[config.mk]
export PLATFORM = sky130hd
export DESIGN_NAME = smi_request_hub
export DESIGN_NICKNAME = d
export VERILOG_FILES = /design/src/rtl/smi_hub_pkg.sv /design/src/rtl/smi_cfg_regs.sv /design/src/rtl/smi_pm_ports.sv /design/src/rtl/smi_out_gen.sv /design/src/rtl/smi_request_hub.sv
export SDC_FILE = /design/constraint.sdc
export NUM_CORES = 1
export LEC_CHECK = 0
export BUFFER_PORTS_ARGS = -buffer_cell sky130_fd_sc_hd__buf_2
export CAP_MARGIN = 10
export CORE_MARGIN = 3
export CORE_UTILIZATION = 40
export CTS_BUF_LIST = sky130_fd_sc_hd__clkbuf_4
export CTS_CLUSTER_DIAMETER = 30
export DETAILED_ROUTE_END_ITERATION = 16
export GPL_TIMING_DRIVEN = 0
export PLACE_DENSITY = 0.65
export RECOVER_POWER = 100
export SLEW_MARGIN = 40
export SYNTH_ARGS = -nofsm -noshare
export SYNTH_HDL_FRONTEND = slang
export SYNTH_HIERARCHICAL = 1
export SYNTH_SLANG_ARGS = --single-unit
[constraint.sdc]
create_clock -name clk -period 1.3 [get_ports clk]
set_input_delay 0.26 -clock clk [delete_from_list [all_inputs] [get_ports clk]]
set_output_delay 0.26 -clock clk [all_outputs]
set_load 0.01 [all_outputs]
[src/rtl/smi_hub_pkg.sv]
package smi_hub_pkg;
  localparam int unsigned DEF_CFG_W   = 32;
  localparam int unsigned DEF_SRC_N   = 9;
  localparam int unsigned DEF_SRC_LSB = 16;
  localparam int unsigned DEF_SW_SRC  = 7;
  localparam int unsigned DEF_PORT_W  = 8;
  localparam int unsigned GATE_BIT    = 0;

  typedef enum logic {
    SEL_CTRL = 1'b0,
    SEL_REQ  = 1'b1
  } cfg_sel_e;

  typedef enum logic {
    PORT_CMD = 1'b0,
    PORT_STS = 1'b1
  } pm_sel_e;
endpackage

[src/rtl/smi_cfg_regs.sv]
module smi_cfg_regs
  import smi_hub_pkg::*;
#(
  parameter int unsigned CFG_W   = DEF_CFG_W,
  parameter int unsigned SRC_N   = DEF_SRC_N,
  parameter int unsigned SRC_LSB = DEF_SRC_LSB,
  parameter int unsigned SW_SRC  = DEF_SW_SRC,
  localparam int unsigned LANES  = CFG_W / 8
) (
  input  logic             clk,
  input  logic             rst_n,
  input  logic             wr_en,
  input  logic             wr_sel,
  input  logic [LANES-1:0] wr_be,
  input  logic [CFG_W-1:0] wr_data,
  input  logic             sw_trig,
  output logic             gate,
  output logic [SRC_N-1:0] en_field,
  output logic [SRC_N-1:0] req_field,
  output logic [CFG_W-1:0] ctrl_word,
  output logic [CFG_W-1:0] req_word
);
  localparam logic [CFG_W-1:0] FIELD_MASK =
    {{(CFG_W-SRC_N){1'b0}}, {SRC_N{1'b1}}} << SRC_LSB;
  localparam logic [CFG_W-1:0] CTRL_MASK = FIELD_MASK | (CFG_W'(1) << GATE_BIT);
  localparam int unsigned SW_BIT = SRC_LSB + SW_SRC;

  logic [CFG_W-1:0] lane_mask;
  logic [CFG_W-1:0] ctrl_q, ctrl_d;
  logic [CFG_W-1:0] req_q, req_d;
  logic             ctrl_ce, req_ce;
  logic             ctrl_hit, req_hit, sw_hit;

  for (genvar l = 0; l < LANES; l++) begin : g_lane
    assign lane_mask[l*8 +: 8] = {8{wr_be[l]}};
  end

  assign ctrl_hit = wr_en && (wr_sel == SEL_CTRL);
  assign req_hit  = wr_en && (wr_sel == SEL_REQ);
  assign sw_hit   = sw_trig && ctrl_q[SW_BIT];
  assign ctrl_ce  = ctrl_hit;
  assign req_ce   = req_hit || sw_hit;

  always_comb begin
    ctrl_d = ((ctrl_q & ~lane_mask) | (wr_data & lane_mask)) & CTRL_MASK;
    req_d  = req_q;
    if (req_hit) req_d = ((req_q & ~lane_mask) | (wr_data & lane_mask)) & FIELD_MASK;
    if (sw_hit)  req_d[SW_BIT] = 1'b1;
  end

  always_ff @(posedge clk or negedge rst_n) begin
    if (!rst_n)       ctrl_q <= '0;
    else if (ctrl_ce) ctrl_q <= ctrl_d;
  end

  always_ff @(posedge clk or negedge rst_n) begin
    if (!rst_n)      req_q <= '0;
    else if (req_ce) req_q <= req_d;
  end

  assign gate      = ctrl_q[GATE_BIT];
  assign en_field  = ctrl_q[SRC_LSB +: SRC_N];
  assign req_field = req_q[SRC_LSB +: SRC_N];
  assign ctrl_word = ctrl_q;
  assign req_word  = req_q;

  // an enabled command write leaves flag 7 set
  assert_sw_set_R8: assert property (@(posedge clk) disable iff (!rst_n)
    (sw_trig && ctrl_q[SW_BIT]) |=> req_q[SW_BIT]);

  // request word only moves on a request write or trigger
  assert_req_hold_R4: assert property (@(posedge clk) disable iff (!rst_n)
    (!req_hit && !sw_trig) |=> $stable(req_q));

  // gate lane untouched when lane 0 is not enabled
  assert_lane_keep_R6: assert property (@(posedge clk) disable iff (!rst_n)
    (ctrl_hit && !wr_be[0]) |=> (ctrl_q[GATE_BIT] == $past(ctrl_q[GATE_BIT])));
endmodule

[src/rtl/smi_pm_ports.sv]
module smi_pm_ports
  import smi_hub_pkg::*;
#(
  parameter int unsigned PORT_W = DEF_PORT_W
) (
  input  logic              clk,
  input  logic              rst_n,
  input  logic              wr_en,
  input  logic              addr,
  input  logic [PORT_W-1:0] wdata,
  output logic [PORT_W-1:0] rdata,
  output logic              cmd_strobe
);
  logic [PORT_W-1:0] cmd_q, sts_q;
  logic              cmd_ce, sts_ce;

  assign cmd_ce = wr_en && (addr == PORT_CMD);
  assign sts_ce = wr_en && (addr == PORT_STS);

  always_ff @(posedge clk or negedge rst_n) begin
    if (!rst_n)      cmd_q <= '0;
    else if (cmd_ce) cmd_q <= wdata;
  end

  always_ff @(posedge clk or negedge rst_n) begin
    if (!rst_n)      sts_q <= '0;
    else if (sts_ce) sts_q <= wdata;
  end

  assign rdata      = (addr == PORT_STS) ? sts_q : cmd_q;
  assign cmd_strobe = cmd_ce;

  // status writes never touch the command byte
  assert_sts_plain_R9: assert property (@(posedge clk) disable iff (!rst_n)
    (wr_en && addr == PORT_STS) |=> $stable(cmd_q));
endmodule

[src/rtl/smi_out_gen.sv]
module smi_out_gen #(
  parameter int unsigned SRC_N = smi_hub_pkg::DEF_SRC_N
) (
  input  logic             gate,
  input  logic [SRC_N-1:0] en_field,
  input  logic [SRC_N-1:0] req_field,
  output logic             smi
);
  logic [SRC_N-1:0] live;
  assign live = en_field & req_field;
  assign smi  = gate && (|live);
endmodule

[src/rtl/smi_request_hub.sv]
module smi_request_hub
  import smi_hub_pkg::*;
#(
  parameter int unsigned CFG_W   = DEF_CFG_W,
  parameter int unsigned SRC_N   = DEF_SRC_N,
  parameter int unsigned SRC_LSB = DEF_SRC_LSB,
  parameter int unsigned SW_SRC  = DEF_SW_SRC,
  parameter int unsigned PORT_W  = DEF_PORT_W
) (
  input  logic                 clk,
  input  logic                 rst_n,
  input  logic                 cfg_wr_en,
  input  logic                 cfg_wr_sel,
  input  logic [CFG_W/8-1:0]   cfg_be,
  input  logic [CFG_W-1:0]     cfg_wdata,
  input  logic                 cfg_rd_sel,
  output logic [CFG_W-1:0]     cfg_rdata,
  input  logic                 pm_wr_en,
  input  logic                 pm_addr,
  input  logic [PORT_W-1:0]    pm_wdata,
  output logic [PORT_W-1:0]    pm_rdata,
  output logic                 smi_o
);
  logic             gate;
  logic [SRC_N-1:0] en_field, req_field;
  logic [CFG_W-1:0] ctrl_word, req_word;
  logic             cmd_strobe;

  smi_pm_ports #(.PORT_W(PORT_W)) u_ports (
    .clk(clk), .rst_n(rst_n), .wr_en(pm_wr_en), .addr(pm_addr),
    .wdata(pm_wdata), .rdata(pm_rdata), .cmd_strobe(cmd_strobe)
  );

  smi_cfg_regs #(.CFG_W(CFG_W), .SRC_N(SRC_N), .SRC_LSB(SRC_LSB), .SW_SRC(SW_SRC)) u_regs (
    .clk(clk), .rst_n(rst_n), .wr_en(cfg_wr_en), .wr_sel(cfg_wr_sel),
    .wr_be(cfg_be), .wr_data(cfg_wdata), .sw_trig(cmd_strobe),
    .gate(gate), .en_field(en_field), .req_field(req_field),
    .ctrl_word(ctrl_word), .req_word(req_word)
  );

  smi_out_gen #(.SRC_N(SRC_N)) u_out (
    .gate(gate), .en_field(en_field), .req_field(req_field), .smi(smi_o)
  );

  assign cfg_rdata = (cfg_rd_sel == SEL_REQ) ? req_word : ctrl_word;

  // the SMI line only rises after a write of some kind
  assert_rise_cause_R5: assert property (@(posedge clk) disable iff (!rst_n)
    $rose(smi_o) |-> $past(cfg_wr_en || pm_wr_en));

  // a low gate in the control word keeps the line low
  assert_gate_low_R2: assert property (@(posedge clk) disable iff (!rst_n)
    !ctrl_word[GATE_BIT] |-> !smi_o);
endmodule

==> results.txt, run 1 <==
DR DRC count: 0
CTS max path bufs: 2
Vias/cell: 4.121
core area: 6096 µm²
FFs w/ async S/R, synth: 1.000
Clock Latency Late Sink: 0.33 ns
Switching Power: 0.9654 mW
# fillers: 565
worst-path maximum fanout: 2
gpl congestion: 0.7292
Internal: 2.481 mW
Clk pin slew, worst setup/hold paths: 0.11 ns
# H-tree levels: 2
Max Used Layer: met4
Max Freq: 563.8 MHz
fin. max-slew vios: 0
Post-Syn Area: 2587 µm²
Setup CP Type: reg2out
Mapped Avg Cell Area: 13.27 µm²
largest net degree at the start of global routing: 36
Synth cell types: 21
Initial Util: 0.4245
Reg2Reg Setup Slack: 0.28 ns
# diodes: 0
DR iter-0 viols: 21
first-pass GRT wire length: 7.555 mm
Syn Inst Count: 195
Worst Setup Start Kind: flop
chip width: 86.43 µm
part of the power in the clock network: 0.175
die height: 86.43 µm
failing checks: negative setup slack
crit path DAT: 1.51 ns
VDD IR-drop max: 0.7089 mV
part of the power in registers: 0.406
post-route setup slack: -0.4738 ns
pwr dens: 1022 nW/µm²
placed insts: 358
metal2 WL: 2.285 mm
Critical Path RT: 1.04 ns
Logic pwr share: 0.419
Setup TNS: -3.369 ns
initial antenna violation count: 0
met3 wire len: 232 µm
clk sinks: 35
via count: 1,570
final worst-path cycle share: 1.364
unrepaired setup endpoints after global routing: true
Area growth, synth to finish: 30.37%
Hold Violations, Final: 0
DRT Wirelength: 4.434 mm
detailed placer's ending HPWL: 3.313 mm
Non-Filler Instances: 381
status: finished, violations left
Crit. End Element: output pin
worst reg2reg path depth: 2
count of final setup violators: 19
CTS tree: done
grt ovf: 0
final critical-path required period: 1.774 ns
total leakage power: 1.781 nW
hold_sp: cfg_wdata[0]
Nets: 356
worst hold path class: in2reg
worst hold path cell count: 2
Non-Filler Cell Area, Final: 3373 µm²
Slew Limit Headroom: 0.4122
layout cell share with drive strength beyond 1: 0.6961
root buf cell: clkbuf_4
Worst-Margin Slew: 0.8818 ns
ANT nets after route: 0
Power, Total: 3.447 mW
Yosys warning total: 6
Worst Clk Skew: 0.007413 ns
max_cap viols: 0
Post-Route Utilization: 0.5534
switching share of total power: 0.2801
Port Buf Inserts: 44
drt wl/cell: 11.64 µm
# rows: 28
Placed Area: 3067 µm²
WL met1: 1.863 mm
Seq cells post-synth: 35
Detailed Routing Iterations Pass 1: 4
Post-synth EDFFs: 0
Die ar.: 7470 µm²
vias in the first global route: 1,610
post-synthesis sequential area ratio: 0.3385
Synth Flop Type: dfrtp_1
I/O Pins: 92
GRT Util Overall: 0.1293
CTS Buf Count: 5
==> layout make-up <==
type / instances / area [µm²] / share of cell area
multi-input combinational: 133 / 1294 / 0.3835
sequential: 35 / 875.8 / 0.2596
buffer: 69 / 590.6 / 0.1751
timing repair buffer: 60 / 457.9 / 0.1358
tap: 75 / 93.84 / 0.02782
clock buffer: 6 / 45.04 / 0.01335
clock inverter: 2 / 12.51 / 0.003709
inverter: 1 / 3.754 / 0.001113
==> layout by cell type, fill, tap and decap left out, drive strengths merged, types with 2 or more instances in the layout <==
cell and instances:
buf 116, clkbuf 17, conb 45, dfrtp 35, mux2 74, nand3 2, nand3b 3
==> per-stage QoR <==
stage / hold WS [ns] / setup WS (ns)
floorplan: -0.03559 / 0.02727
global placement: 0.3899 / -0.1416
detailed placement: 0.3990 / -0.1559
CTS: 0.01019 / -0.5059
global route: 0.1207 / -0.6101
finish: 0.1495 / -0.4738
==> power by group through the flow <==
stage	logic, mW	registers, mW	clock network [mW]
after floorplan	0.927	1.38	0
after global placement	1.16	1.42	0
after detailed placement	1.18	1.42	0
after CTS	1.40	1.40	0.642
after global routing	1.56	1.43	0.705
final	1.44	1.40	0.604
==> cell usage after synthesis (2+ instances only) <==
cell type / n / area [µm²]
buf_6: 2 / 22.52
mux2_2: 36 / 405.4
buf_12: 4 / 80.08
buf_4: 64 / 480.5
nand3b_1: 2 / 15.01
dfrtp_1: 35 / 875.8
mux2_4: 38 / 570.6
==> worst max path at each step <==
| stage | start | cells after the start | slack, ns | to |
|---|---|---|---|---|
| 2_1_floorplan | flop | 4 | 0.03 | smi_o |
| 3_3_place_gp | flop | 5 | -0.14 | smi_o |
| 3_5_place_dp | flop | 5 | -0.16 | smi_o |
| 4_1_cts | flop | 5 | -0.51 | smi_o |
| 5_1_grt | flop | 5 | -0.61 | smi_o |
| 6_report | flop | 5 | -0.47 | smi_o |
==> critical path, stage by stage, from the launching register on <==
cell      delay (ns)
dfrtp_1         0.39
buf_4           0.13
a22o_1          0.22
a221oi_2        0.18
a31oi_1         0.10
buf_2           0.16
==> cells by family (layout without fill, tap and decap cells) <==
logic type	Yosys count	in the layout	synth area share
simple gates	8	8	0.03385
flops	35	35	0.3385
buf+inv	71	138	0.2268
mux	74	74	0.3772
compound gates	6	6	0.02225
other cells	1	45	0.001449
==> per-layer routing <==
layer  up-vias  track usage
met5         -            0
met4         0      0.03824
met3         7      0.03612
met2        36       0.2218
met1       732       0.1578
li1        795            -
==> what timing repair did <==
| action | 4_1_cts | 5_1_grt |
|---|---|---|
| resized for setup | 22 | 5 |
| hold buffers | 0 | 1 |
| hold endpoints to repair | 0 | 35 |
| pin swaps | 2 | 2 |
| setup buffers | 8 | 7 |
| endpoints found under the setup margin | 19 | 19 |
| cloned | 0 | 0 |
No activity file was read; power rests on OpenSTA's default activity.
==> inputs of run 2 (changes only) <==
--- a/config.mk
+++ b/config.mk
@@ -12,9 +12,11 @@
 export CTS_BUF_LIST = sky130_fd_sc_hd__clkbuf_4
 export CTS_CLUSTER_DIAMETER = 30
 export DETAILED_ROUTE_END_ITERATION = 16
+export GPL_ROUTABILITY_DRIVEN = 0
 export GPL_TIMING_DRIVEN = 0
 export PLACE_DENSITY = 0.65
 export RECOVER_POWER = 100
+export SKIP_CTS_REPAIR_TIMING = 1
 export SLEW_MARGIN = 40
 export SYNTH_ARGS = -nofsm -noshare
 export SYNTH_HDL_FRONTEND = slang
==> run 2 against run 1 <==
Against the previous run:
- the flow still finishes with violations (negative setup slack)
- global-route usage is 0.44 points lower
- register-to-register slack hardly changed
- power is 0.91% lower
- final cell count is 1.3% lower
- combinational power hardly changed
- maximum frequency is 0.22% lower
- critical path depth stayed put
- highest routed layer unchanged
- largest power group unchanged
- routed wire length hardly changed
==> results.txt, run 2 (same netlist as run 1, synthesis figures left out) <==
failing checks: negative setup slack
Slew Limit Headroom: 0.4090
part of the power in registers: 0.410
Nets: 351
Vias/cell: 4.104
unrepaired setup endpoints after global routing: true
largest net degree at the start of global routing: 36
Initial Util: 0.4245
via count: 1,543
# diodes: 0
# fillers: 571
ANT nets after route: 0
GRT Util Overall: 0.1250
count of final setup violators: 19
drt wl/cell: 11.78 µm
hold_sp: pm_wdata[2]
final critical-path required period: 1.778 ns
Port Buf Inserts: 44
Max Freq: 562.5 MHz
Worst-Margin Slew: 0.8866 ns
final worst-path cycle share: 1.367
Post-Route Utilization: 0.5472
grt ovf: 0
vias in the first global route: 1,554
Internal: 2.453 mW
Worst Setup Start Kind: flop
worst reg2reg path depth: 2
VDD IR-drop max: 0.6661 mV
CTS tree: done
part of the power in the clock network: 0.178
DR DRC count: 0
# H-tree levels: 2
Reg2Reg Setup Slack: 0.28 ns
max_cap viols: 0
Worst Clk Skew: 0.009305 ns
status: finished, violations left
Die ar.: 7470 µm²
worst-path maximum fanout: 3
Setup CP Type: reg2out
Area growth, synth to finish: 28.92%
CP endpoint: smi_o
Switching Power: 0.9621 mW
worst hold path class: in2reg
Crit. End Element: output pin
CTS Buf Count: 5
CTS max path bufs: 2
pwr dens: 1024 nW/µm²
layout cell share with drive strength beyond 1: 0.6910
root buf cell: clkbuf_4
most frequent cells in the layout: 59 x buf_4, 45 x conb_1, 39 x mux2_4
core area: 6096 µm²
Power, Total: 3.415 mW
Hold Violations, Final: 0
clk sinks: 35
first-pass GRT wire length: 7.307 mm
Setup TNS: -3.445 ns
Clock Latency Late Sink: 0.33 ns
most common cell after layout, fill and taps aside: buf_4
total leakage power: 1.757 nW
Critical Path RT: 1.04 ns
crit path DAT: 1.52 ns
initial antenna violation count: 0
chip width: 86.43 µm
# rows: 28
post-route setup slack: -0.4777 ns
fin. max-slew vios: 0
I/O Pins: 92
switching share of total power: 0.2817
DRT Wirelength: 4.431 mm
Logic pwr share: 0.412
detailed placer's ending HPWL: 3.313 mm
die height: 86.43 µm
Clk pin slew, worst setup/hold paths: 0.12 ns
Detailed Routing Iterations Pass 1: 4
DR iter-0 viols: 17
[run 2: cell count changes in the layout (fill, tap and decap cells not counted)]
cell,previous run,this run
clkbuf_4,16,15
buf_4,63,59
[run 2: worst max-delay path, cell delays in order, from the launching register on]
cell and delay, ns:
dfrtp_1 0.40, buf_4 0.13, a22o_1 0.21, a221oi_2 0.19, a31oi_1 0.10, buf_2 0.16
[run 2: per-stage QoR]
step                      cell area [µm²]  setup slack [ns]  std cells  hold slack (ns)
after detailed placement             3067           -0.1559        358           0.3990
final                                3336           -0.4777        376           0.1488
after CTS                            3124           -0.5511        366          0.01019
after global placement               3067           -0.1416        358           0.3899
after floorplan                      2753           0.02727        239         -0.03559
after global routing                 3336           -0.6201        376           0.1207
[run 2: worst min-delay path by stage]
| stage | endpoint | slack (ns) | cells after the start |
|---|---|---|---|
| 4_1_cts | u_ports/cmd_q[4]$_DFFE_PN0P_ | 0.01 | 1 |
| 5_1_grt | flop | 0.12 | 2 |
| 2_1_floorplan | u_ports/cmd_q[0]$_DFFE_PN0P_ | -0.04 | 0 |
| 6_report | u_ports/cmd_q[2]$_DFFE_PN0P_ | 0.15 | 2 |
| 3_5_place_dp | u_ports/cmd_q[6]$_DFFE_PN0P_ | 0.40 | 1 |
| 3_3_place_gp | u_ports/cmd_q[6]$_DFFE_PN0P_ | 0.39 | 1 |
[run 2: cell type report]
class | count | area [µm²] | area share
Multi-Input combinational cell | 133 | 1294 | 0.3878
Sequential cell | 35 | 875.8 | 0.2626
Buffer | 69 | 590.6 | 0.1770
Timing Repair Buffer | 55 | 420.4 | 0.1260
Tap cell | 75 | 93.84 | 0.02813
Clock buffer | 6 | 45.04 | 0.01350
Clock inverter | 2 | 12.51 | 0.003751
Inverter | 1 | 3.754 | 0.001125
[run 2: routing by layer]
layer / GRT usage / routed length, µm / vias to the layer above / part of all wire
met1: 0.1519 / 1869 / 718 / 0.42
met3: 0.03707 / 238 / 7 / 0.054
met2: 0.2128 / 2271 / 36 / 0.51
li1: - / - / 782 / -
met4: 0.03824 / 52 / 0 / 0.012
met5: 0 / 0 / - / 0
[run 2: power by group through the flow]
stage	combinational, mW	clock (mW)	sequential (mW)
5_1_grt	1.52	0.695	1.43
6_report	1.41	0.607	1.40
4_1_cts	1.18	0.642	1.40
3_5_place_dp	1.18	0	1.42
2_1_floorplan	0.927	0	1.38
3_3_place_gp	1.16	0	1.42
